<file path="config.mk">
export PLATFORM = sky130hd
export DESIGN_NAME = stride_window_feeder
export DESIGN_NICKNAME = d
export VERILOG_FILES = /design/src/rtl/swf_pkg.sv /design/src/rtl/swf_slot_timer.sv /design/src/rtl/swf_col_window.sv /design/src/rtl/swf_fetch_ctrl.sv /design/src/rtl/stride_window_feeder.sv
export SDC_FILE = /design/constraint.sdc
export NUM_CORES = 1
export LEC_CHECK = 0
export BUFFER_PORTS_ARGS = -buffer_cell sky130_fd_sc_hd__buf_2
export CAP_MARGIN = 25
export CORE_AREA = 2 2 155 157
export DETAILED_ROUTE_END_ITERATION = 16
export DIE_AREA = 0 0 157 159
export GPL_TIMING_DRIVEN = 0
export MAX_ROUTING_LAYER = met4
export PLACE_DENSITY = 0.8
export SYNTH_ARGS = -nofsm -noshare
export SYNTH_HDL_FRONTEND = slang
export SYNTH_SLANG_ARGS = --single-unit
</file>
<file path="constraint.sdc">
create_clock -name clk_i -period 4.8 [get_ports clk_i]
set_input_delay 0.24 -clock clk_i [delete_from_list [all_inputs] [get_ports clk_i]]
set_output_delay 0.24 -clock clk_i [all_outputs]
set_load 0.005 [all_outputs]
</file>
<file path="src/rtl/swf_pkg.sv">
package swf_pkg;
  typedef enum logic [1:0] {
    ST_IDLE  = 2'd0,
    ST_PRIME = 2'd1,
    ST_GAP   = 2'd2,
    ST_VALID = 2'd3
  } swf_state_e;

  localparam int unsigned WIN_ROWS = 3;
  localparam int unsigned WIN_COLS = 3;
endpackage

</file>
<file path="src/rtl/swf_slot_timer.sv">
module swf_slot_timer #(
  parameter int unsigned SLOT = 9
) (
  input  logic clk_i,
  input  logic rst_ni,
  input  logic clear_i,
  input  logic run_i,
  output logic expired_o
);
  localparam int unsigned LAST = SLOT - 2;
  localparam int unsigned CW   = $clog2(SLOT);

  logic [CW-1:0] cnt_q;

  always_ff @(posedge clk_i or negedge rst_ni) begin
    if (!rst_ni)                            cnt_q <= '0;
    else if (clear_i)                       cnt_q <= '0;
    else if (run_i && cnt_q != CW'(LAST))   cnt_q <= cnt_q + 1'b1;
  end

  // Gap cycles after a handshake number 0..LAST; the window returns on the next cycle.
  assign expired_o = (cnt_q == CW'(LAST));
endmodule

</file>
<file path="src/rtl/swf_col_window.sv">
module swf_col_window
  import swf_pkg::*;
#(
  parameter int unsigned PIX_W = 32
) (
  input  logic                             clk_i,
  input  logic                             rst_ni,
  input  logic                             shift_i,
  input  logic [WIN_ROWS*PIX_W-1:0]          col_i,
  output logic [WIN_COLS*WIN_ROWS*PIX_W-1:0] win_o
);
  localparam int unsigned COL_W = WIN_ROWS * PIX_W;

  logic [COL_W-1:0] col_q [WIN_COLS];

  for (genvar c = 0; c < WIN_COLS; c++) begin : g_col
    logic [COL_W-1:0] src;
    if (c == WIN_COLS - 1) begin : g_new
      assign src = col_i;
    end else begin : g_old
      assign src = col_q[c+1];
    end

    always_ff @(posedge clk_i or negedge rst_ni) begin
      if (!rst_ni)      col_q[c] <= '0;
      else if (shift_i) col_q[c] <= src;
    end

    assign win_o[c*COL_W +: COL_W] = col_q[c];
  end
endmodule

</file>
<file path="src/rtl/swf_fetch_ctrl.sv">
module swf_fetch_ctrl
  import swf_pkg::*;
#(
  parameter int unsigned IN_COLS = 9,
  localparam int unsigned CW     = $clog2(IN_COLS + 1)
) (
  input  logic          clk_i,
  input  logic          rst_ni,
  input  logic          row_start_i,
  input  logic          stride2_i,
  input  logic          win_ready_i,
  input  logic          slot_expired_i,
  output logic          lb_rd_o,
  output logic [CW-1:0] lb_col_o,
  output logic          slot_clear_o,
  output logic          slot_run_o,
  output logic          win_valid_o,
  output logic          row_done_o
);
  swf_state_e    state_q, state_d;
  logic [CW-1:0] col_ptr_q;
  logic [1:0]    rem_q;
  logic          stride2_q;
  logic          row_done_q;
  logic [CW:0]   step_w;
  logic          last_win;
  logic          accept;
  logic          rd;

  assign step_w   = stride2_q ? (CW+1)'(2) : (CW+1)'(1);
  assign last_win = ({1'b0, col_ptr_q} + step_w) > (CW+1)'(IN_COLS);
  assign accept   = (state_q == ST_VALID) && win_ready_i;

  always_comb begin
    state_d = state_q;
    rd      = 1'b0;
    unique case (state_q)
      ST_IDLE:  if (row_start_i) state_d = ST_PRIME;
      ST_PRIME: begin
        rd = win_ready_i;
        if (rd && rem_q == 2'd1) state_d = ST_VALID;
      end
      ST_GAP: begin
        rd = win_ready_i && (rem_q != 2'd0);
        if (slot_expired_i && (rem_q == 2'd0 || (rem_q == 2'd1 && rd)))
          state_d = ST_VALID;
      end
      ST_VALID: if (win_ready_i) state_d = last_win ? ST_IDLE : ST_GAP;
      default:  state_d = ST_IDLE;
    endcase
  end

  always_ff @(posedge clk_i or negedge rst_ni) begin
    if (!rst_ni) begin
      state_q    <= ST_IDLE;
      col_ptr_q  <= '0;
      rem_q      <= '0;
      stride2_q  <= 1'b0;
      row_done_q <= 1'b0;
    end else begin
      state_q    <= state_d;
      row_done_q <= accept && last_win;
      if (state_q == ST_IDLE && row_start_i) begin
        col_ptr_q <= '0;
        rem_q     <= 2'd3;
        stride2_q <= stride2_i;
      end else if (rd) begin
        col_ptr_q <= col_ptr_q + 1'b1;
        rem_q     <= rem_q - 2'd1;
      end else if (accept && !last_win) begin
        rem_q <= stride2_q ? 2'd2 : 2'd1;
      end
    end
  end

  assign lb_rd_o      = rd;
  assign lb_col_o     = col_ptr_q;
  assign slot_clear_o = accept;
  assign slot_run_o   = (state_q == ST_GAP);
  assign win_valid_o  = (state_q == ST_VALID);
  assign row_done_o   = row_done_q;


  row_done_pulse_chk: assert property (@(posedge clk_i) disable iff (!rst_ni)
    row_done_o |=> !row_done_o);


  rd_addr_range_chk: assert property (@(posedge clk_i) disable iff (!rst_ni)
    lb_rd_o |-> (lb_col_o < CW'(IN_COLS)));


  valid_source_chk: assert property (@(posedge clk_i) disable iff (!rst_ni)
    $rose(win_valid_o) |-> ($past(slot_expired_i) || $past(lb_rd_o)));
endmodule

</file>
<file path="src/rtl/stride_window_feeder.sv">
module stride_window_feeder
  import swf_pkg::*;
#(
  parameter int unsigned PIX_W   = 32,
  parameter int unsigned IN_COLS = 9,
  parameter int unsigned SLOT    = 9,
  localparam int unsigned CW     = $clog2(IN_COLS + 1)
) (
  input  logic                             clk_i,
  input  logic                             rst_ni,
  input  logic                             row_start_i,
  input  logic                             stride2_i,
  output logic                             lb_rd_o,
  output logic [CW-1:0]                    lb_col_o,
  input  logic [WIN_ROWS*PIX_W-1:0]          lb_col_i,
  output logic                             win_valid_o,
  input  logic                             win_ready_i,
  output logic [WIN_COLS*WIN_ROWS*PIX_W-1:0] win_o,
  output logic                             row_done_o
);
  logic slot_clear, slot_run, slot_expired, rd;

  swf_slot_timer #(.SLOT(SLOT)) u_timer (
    .clk_i     (clk_i),
    .rst_ni    (rst_ni),
    .clear_i   (slot_clear),
    .run_i     (slot_run),
    .expired_o (slot_expired)
  );

  swf_fetch_ctrl #(.IN_COLS(IN_COLS)) u_ctrl (
    .clk_i          (clk_i),
    .rst_ni         (rst_ni),
    .row_start_i    (row_start_i),
    .stride2_i      (stride2_i),
    .win_ready_i    (win_ready_i),
    .slot_expired_i (slot_expired),
    .lb_rd_o        (rd),
    .lb_col_o       (lb_col_o),
    .slot_clear_o   (slot_clear),
    .slot_run_o     (slot_run),
    .win_valid_o    (win_valid_o),
    .row_done_o     (row_done_o)
  );

  swf_col_window #(.PIX_W(PIX_W)) u_win (
    .clk_i   (clk_i),
    .rst_ni  (rst_ni),
    .shift_i (rd),
    .col_i   (lb_col_i),
    .win_o   (win_o)
  );

  assign lb_rd_o = rd;


  stall_hold_chk: assert property (@(posedge clk_i) disable iff (!rst_ni)
    (win_valid_o && !win_ready_i) |=> (win_valid_o && $stable(win_o)));


  no_rd_in_valid_chk: assert property (@(posedge clk_i) disable iff (!rst_ni)
    win_valid_o |-> !lb_rd_o);


  gap_after_accept_chk: assert property (@(posedge clk_i) disable iff (!rst_ni)
    (win_valid_o && win_ready_i) |=> !win_valid_o);
endmodule

</file>
=== Word level (Yosys, flattened, before mapping) ===
Index checks and enable logic that the tools add are counted.

* Add/subtract/negate cells: 4
* $lt $le $gt $ge: 1
* Equal/unequal tests: 10
* Multiplexer cells: 16
* Reductions and logical operators: 18

{| class="wikitable"
|+ Operators by type and width
! kind !! number
|-
| 2-to-1 mux 2 bit || 10
|-
| 2-to-1 mux 4 bit || 4
|-
| logical AND 1 bit || 9
|-
| adder 4 x 1 -> 4 bit, second input constant || 2
|-
| case mux 2 bit (4 select lines) || 1
|-
| inequality test 2 x 1 -> 1 bit, second input constant || 3
|-
| nonzero test 2 bit || 3
|-
| adder 4 x 5 -> 5 bit || 1
|-
| > comparator 5 x 4 -> 1 bit, second input constant || 1
|-
| equality test 2 x 1 -> 1 bit, second input constant || 2
|-
| equality test 2 bit, second input constant || 2
|-
| equality test 4 x 3 -> 1 bit, second input constant || 1
|-
| zero test 2 bit || 2
|-
| inequality test 4 x 3 -> 1 bit, second input constant || 1
|-
| AND reduction 4 bit || 1
|-
| nonzero test 3 bit || 1
|-
| inequality test 2 bit, second input constant || 1
|-
| case mux 1 bit (2 select lines) || 1
|-
| subtractor 2 x 1 -> 2 bit, second input constant || 1
|-
| zero test 1 bit || 1
|-
| logical OR 1 bit || 1
|}

* Register bits after elaboration: 302
* Output and inout bits: 295

=== Logic depth before layout (Yosys ltp) ===
* Depth in word-level cells: 8
* Depth in mapped cells: 9
* Gate-level depth less buffers: 9

=== Modules after synthesis ===
Synthesis repeated with hierarchy kept, for this count alone.

* Cells, all modules: 704
* Area, all modules: 12460.7 um2

{| class="wikitable"
|+ By module, submodules not included
! module !! instances !! cells each !! area each (um2) !! sequential area each (um2)
|-
| swf_col_window || 1 || 608 || 11527.3 || 7206.9
|-
| swf_fetch_ctrl || 1 || 76 || 721.9 || 250.2
|-
| swf_slot_timer || 1 || 20 || 211.5 || 100.1
|}

=== Worst setup path before layout ===
No wires, ideal clock.

* Path kind: reg-to-reg
* Start point: reg u_ctrl.stride2_q
* End point: reg u_ctrl.rem_q[0]
* Library setup time: 0.124 ns
* Arrival time: 2.087 ns
* Data required time: 4.676 ns
* Slack: 2.590 ns
* Stages on the path, launching flop included: 10
* Clock period less this slack: 2.210 ns
* Cell sequence: dfrtp_1 -> inv_1 -> ha_1 -> inv_1 -> fa_1 -> and3_1 -> a22o_1 -> or2_4 -> a311oi_2 -> o21bai_1

* Longest elaborated chain between the ends: 6

{| class="wikitable"
|+ Ends and longest elaborated chain
! element !! line !! text
|-
| from (decl) || swf_fetch_ctrl.sv:23 || <nowiki>logic stride2_q;</nowiki>
|-
| from (signal assigned) || swf_fetch_ctrl.sv:66 || <nowiki>stride2_q <= stride2_i;</nowiki>
|-
| 2-to-1 mux 2 bit || swf_fetch_ctrl.sv:30, swf_fetch_ctrl.sv:71 ||
|-
| adder 4 x 5 -> 5 bit || swf_fetch_ctrl.sv:31 || <nowiki>assign last_win = ({1'b0, col_ptr_q} + step_w) > (CW+1)'(IN_COLS);</nowiki>
|-
| > comparator 5 x 4 -> 1 bit || swf_fetch_ctrl.sv:31 ||
|-
| zero test 1 bit || swf_fetch_ctrl.sv:70 || <nowiki>end else if (accept && !last_win) begin</nowiki>
|-
| logical AND 1 bit || swf_fetch_ctrl.sv:70 ||
|-
| nonzero test 3 bit (no source line) || n/a ||
|-
| to (signal assigned) || swf_fetch_ctrl.sv:69 || <nowiki>rem_q <= rem_q - 2'd1;</nowiki>
|-
| to (signal assigned) || swf_fetch_ctrl.sv:71 || <nowiki>rem_q <= stride2_q ? 2'd2 : 2'd1;</nowiki>
|-
| to (decl) || swf_fetch_ctrl.sv:22 || <nowiki>logic [1:0] rem_q;</nowiki>
|}

Several ways; a longest one is shown, not always the timed one. The select of a mux whose other input is x is not followed.
A chain may end at the register's enable or synchronous reset.

=== Worst setup path in the final report ===
* Start point: reg u_ctrl.state_q[0]
* End point: out lb_rd_o

* Longest elaborated chain between the ends: 2

{| class="wikitable"
|+ Ends and longest elaborated chain
! element !! line !! text
|-
| from (decl) || swf_fetch_ctrl.sv:20 || <nowiki>swf_state_e state_q, state_d;</nowiki>
|-
| from (signal assigned) || swf_fetch_ctrl.sv:61 || <nowiki>state_q <= state_d;</nowiki>
|-
| equality test 2 bit / equality test 2 x 1 -> 1 bit (equally long branches) || swf_fetch_ctrl.sv:37 || <nowiki>unique case (state_q)</nowiki>
|-
| case mux 1 bit (2 select lines) * || swf_fetch_ctrl.sv:37 ||
|-
| to (decl) || stride_window_feeder.sv:13 || <nowiki>output logic lb_rd_o,</nowiki>
|}

Every way passes the cells marked *; elsewhere a longest branch is shown, timed or not.

==> results.md <==
- Of the cells placed in the final design, the portion with a size suffix greater than 1 is 27.6%.
- The final critical path takes up 57.0% of the cycle.
- The time the worst path needs with I/O delays and setup is 2.73 ns.
- Port buffering added 395 buffers.
- The number of cells on the critical path is 7.
- In the final timing run, aggregate negative setup slack is 0 ns.
- After clock tree synthesis, the clock-pin slew on the worst setup and hold paths is 0.06 ns.
- The count of routing violations after the opening detailed-route iteration is 810.
- The number of nets in the synthesized netlist is 1424.
- The number of levels the H-tree was split into is 1.
- At the placement stage, the worst setup path has a slack of 2.44 ns.
- The fraction of synthesized cell area in xor and xnor cells is 0.300%.
- Timing would allow up to 366 MHz.
- The run finished with clean final reports.
- For this run, design rule violations remaining after detail routing come to 0.
- The floorplan step defined a die boundary enclosing 25000 um2.
- The number of different library cells used by synthesis comes to 35.
- The number of antenna violations at the first check in global routing came to 0.
- The Yosys step of the flow raised 0 warnings.
- The initial core utilization is 50.4%.
- The core region is 23200 um2.
- The delay of the slowest critical-path stage is 0.44 ns.
- The count of pins over their slew limit is 0.
- The detailed-route via count is 11.0k.
- Routability-driven placement finished with a final weighted congestion of 0.924.
- The cell area after synthesis is 11700 um2.
- No sink is reached through more buffers than the 3 on the longest clock path.
- Of all flip-flops after synthesis, the portion carrying an async set or reset was 100%.
- Wires add up to 37300 um.
- The total overflow left after global routing is 0.
- The die span in y is 159 um.
- The basic-gate share of the synthesized area counting and, or, nand and nor cells is 29.0%.
- Setup repair after global routing left no endpoint under its margin.
- The synthesized design contains 302 register bits.
- The worst supply voltage drop on vdd is 0.526 mV.
- The total setup violations reported at the end of the flow is 0.
- Summed over all cells, the static leakage comes to 9.61 nW.
- The worst-skew pair later-pin latency is 0.55 ns.
- In the final layout, flip-flops and latches occupy 7560 um2.
- The global-route usage over all layers is 30.7%.
- The worst path meets setup with 2.07 ns of slack.
- The number of cells upsized or downsized after cts is 0.
- The number of synthesized flops with an enable pin is 0.
- After synthesis, the largest family of logic cells by area is simple AND/OR/NAND/NOR gates.
- The worst pin sits at a relative slew slack of 55.1%.
- Power spread over the standard cell area amounts to 691 nW/um2.
- The TritonCTS clock tree is done.
- For this design, the slowest cell found on the critical path is dfrtp_1.
- The first detailed-routing pass took 5 iterations.
- The number of vias per cell is 5.03.
- The worst setup path is launched from a register.
- The via count of the first global-routing pass is 11.0k.
- Averaged over all synthesized cells, the footprint is 8.93 um2.
- The number of max-cap violations is 0.
- The number of sinks handled by clock tree synthesis is 302.
- The worst hold path belongs to the class input port to asynchronous set/reset pin.
- The initialized floorplan defines 56 standard-cell rows.
- The buffer type at the clock tree root is clkbuf_16.
- Relative to the synthesized area, the layout overhead comes to 38.6%.
- The length in cells of the worst reg-to-reg path is 9.
- The count of buffering cells on the critical path with inverters included is 4.
- The floorplan die width is 157 um.
- Entering global routing, the biggest net connects 127 pins.
- Pin placement for this block handled 396 I/O pins.
- The post-route antenna net violation count is 0.
- In this run the worst path has a maximum fanout of 10.
- The worst-case clock skew is 0.0170 ns.
- The total area of multi-input combinational cells is 3760 um2.
- The critical path is of the register to primary output type.
- In the final routed layout, each cell accounts on average for 17.1 um.
- The cell count after synthesis is 1310.
- Measured against the total synthesized area, the mux share comes to 0.257%.
- The filler cell count in the final layout is 1685.
- STA puts the critical path data arrival time at 2.49 ns.
- The count of final hold-check violations is 0.
- The antenna diode count is 0.
- The global-route wire length before repair is 58500 um.
- Of the total synthesized cell area, the portion taken by full adders, half adders and majority gates is 1.46%.
- At the pin with the least slew margin, the transition time is 0.673 ns.
- The family with the most delay on the worst path is buffers and inverters.
- The kind of capture point of the worst setup path is a primary output.
- The post-synthesis compound-gate area fraction is 1.22%.
- The HPWL after detailed placement is 24600 um.
- The number of CTS-inserted buffers is 31.
- The critical path data required time is 4.56 ns.
- Walking the worst path, the cells encountered are inv_1 > ha_1 > nor2b_2 > o211ai_2 > inv_2 > clkbuf_1 > buf_2.
- Of the synthesized area, sequential elements account for 64.6%.
- The final net count is 1953.
- For this run, the leading register cell type out of synthesis is dfrtp_1.
per-layer routing:
metal / up-vias / wire length [um] / global-route usage, %
met2: 572 / 17900 / 48.4
li1: 5044 / - / -
met3: 183 / 2850 / 4.95
met4: 0 / 2400 / 17.1
met5: - / 0 / -
met1: 5176 / 14200 / 37.7
state kept, by name, indices dropped and copies added (netlist names):
name / count
u_ctrl.row_done_o: 1
u_ctrl.lb_col_o: 4
u_ctrl.state_q: 2
u_win.g_col.src: 192
u_ctrl.stride2_q: 1
u_ctrl.rem_q: 2
u_win.win_o: 96
u_timer.cnt_q: 4
cells in the mapped netlist, types with 2 or more instances:
cell type | number | share of area, %
buf_2 | 55 | 2.4
o21ai_0 | 3 | 0.13
buf_4 | 7 | 0.45
nand2_1 | 874 | 28
ha_1 | 12 | 1.3
dfrtp_1 | 302 | 65
nor2_1 | 7 | 0.22
nor3_1 | 2 | 0.086
o21bai_1 | 2 | 0.13
xor2_1 | 3 | 0.22
a21oi_1 | 8 | 0.34
inv_1 | 7 | 0.22
mux2i_1 | 3 | 0.26
clkbuf_1 | 4 | 0.13
kinds of logic (layout without fill, tap and decap cells):
logic type / Yosys count / in the layout
buf+inv: 74 / 626
fa+ha+maj: 13 / 13
compound gates: 21 / 21
xor+xnor: 4 / 4
mux: 3 / 3
flops: 302 / 302
simple gates: 893 / 893
worst reg2reg max path, delay by kind of cell (launching register included):
kind | cells | cell delay, ns
flops | 1 | 0.40
compound gates | 3 | 0.60
fa+ha+maj | 2 | 0.59
buf+inv | 2 | 0.23
simple gates | 2 | 0.45
what timing repair did:
| action | 4_1_cts | 5_1_grt |
|---|---|---|
| setup buffers | 0 | 0 |
| endpoints found under the hold margin | 153 | 0 |
| setup endpoints to repair | 0 | 0 |
| hold buffers | 99 | 0 |
where the power goes:
| group | internal, W | leakage (nW) | total [W] | switching [W] |
|---|---|---|---|---|
| clock network | 0.00155 | 0.534 | 0.00252 | 0.000974 |
| logic | 0.00164 | 5.19 | 0.00413 | 0.00248 |
| registers | 0.00370 | 3.88 | 0.00456 | 0.000861 |
| total | 0.00689 | 9.61 | 0.0112 | 0.00432 |
layout make-up:
cell class / count / area share [%]
flip-flops and latches: 302 / 46.6
multi-input cells: 934 / 23.2
repair buffers: 496 / 18.7
clock buffers: 47 / 5.77
well taps: 319 / 2.46
plain buffers: 66 / 2.11
clock inverters: 9 / 0.934
inverters: 8 / 0.185
worst paths after layout:
path / from / endpoint / slack (ns)
worst max register to register: u_ctrl.stride2_q$_DFFE_PN0P_ / u_ctrl.rem_q[0]$_DFFE_PN0P_ / 2.43
max in group asynchronous: rst_ni / u_win.g_col[0].src[50]$_DFFE_PN0P_ / 3.58
worst max-delay path: u_ctrl.state_q[0]$_DFFE_PN0P_ / lb_rd_o / 2.07
worst min register to register: u_win.win_o[41]$_DFFE_PN0P_ / u_win.win_o[41]$_DFFE_PN0P_ / 0.47
min in group clk_i: row_start_i / u_ctrl.state_q[1]$_DFFE_PN0P_ / 0.26
worst min-delay path: rst_ni / u_win.g_col[1].src[10]$_DFFE_PN0P_ / 0.22
per-stage QoR:
| step | util, % | cell area (um2) | hold WS, ns | total power (W) | std cells |
|---|---|---|---|---|---|
| after floorplan | - | 11700 | -0.0556 | 0.00645 | 1310 |
| after global placement | 60.7 | 14100 | 0.430 | 0.00836 | 2024 |
| after detailed placement | 60.9 | 14100 | 0.201 | 0.00854 | 2026 |
| after CTS | 69.9 | 16200 | 0.216 | 0.0112 | 2181 |
| after global routing | 69.9 | 16200 | 0.237 | 0.0120 | 2181 |
| final | 69.9 | 16200 | 0.219 | 0.0112 | 2181 |
cell usage in the layout, fill, tap and decap left out, types with 2 or more instances in the layout:
cell type,n
clkbuf_1,10
bufinv_16,4
nor2_1,7
buf_2,449
clkinv_2,3
a21oi_1,8
xor2_1,3
buf_16,2
clkbuf_8,10
dfrtp_1,302
dlygate4sd3_1,99
ha_1,12
o21ai_0,3
nor3_1,2
clkbuf_16,31
nand2_1,874
o21bai_1,2
inv_1,7
buf_4,7
mux2i_1,3
Power figures use the tool's default switching activity.
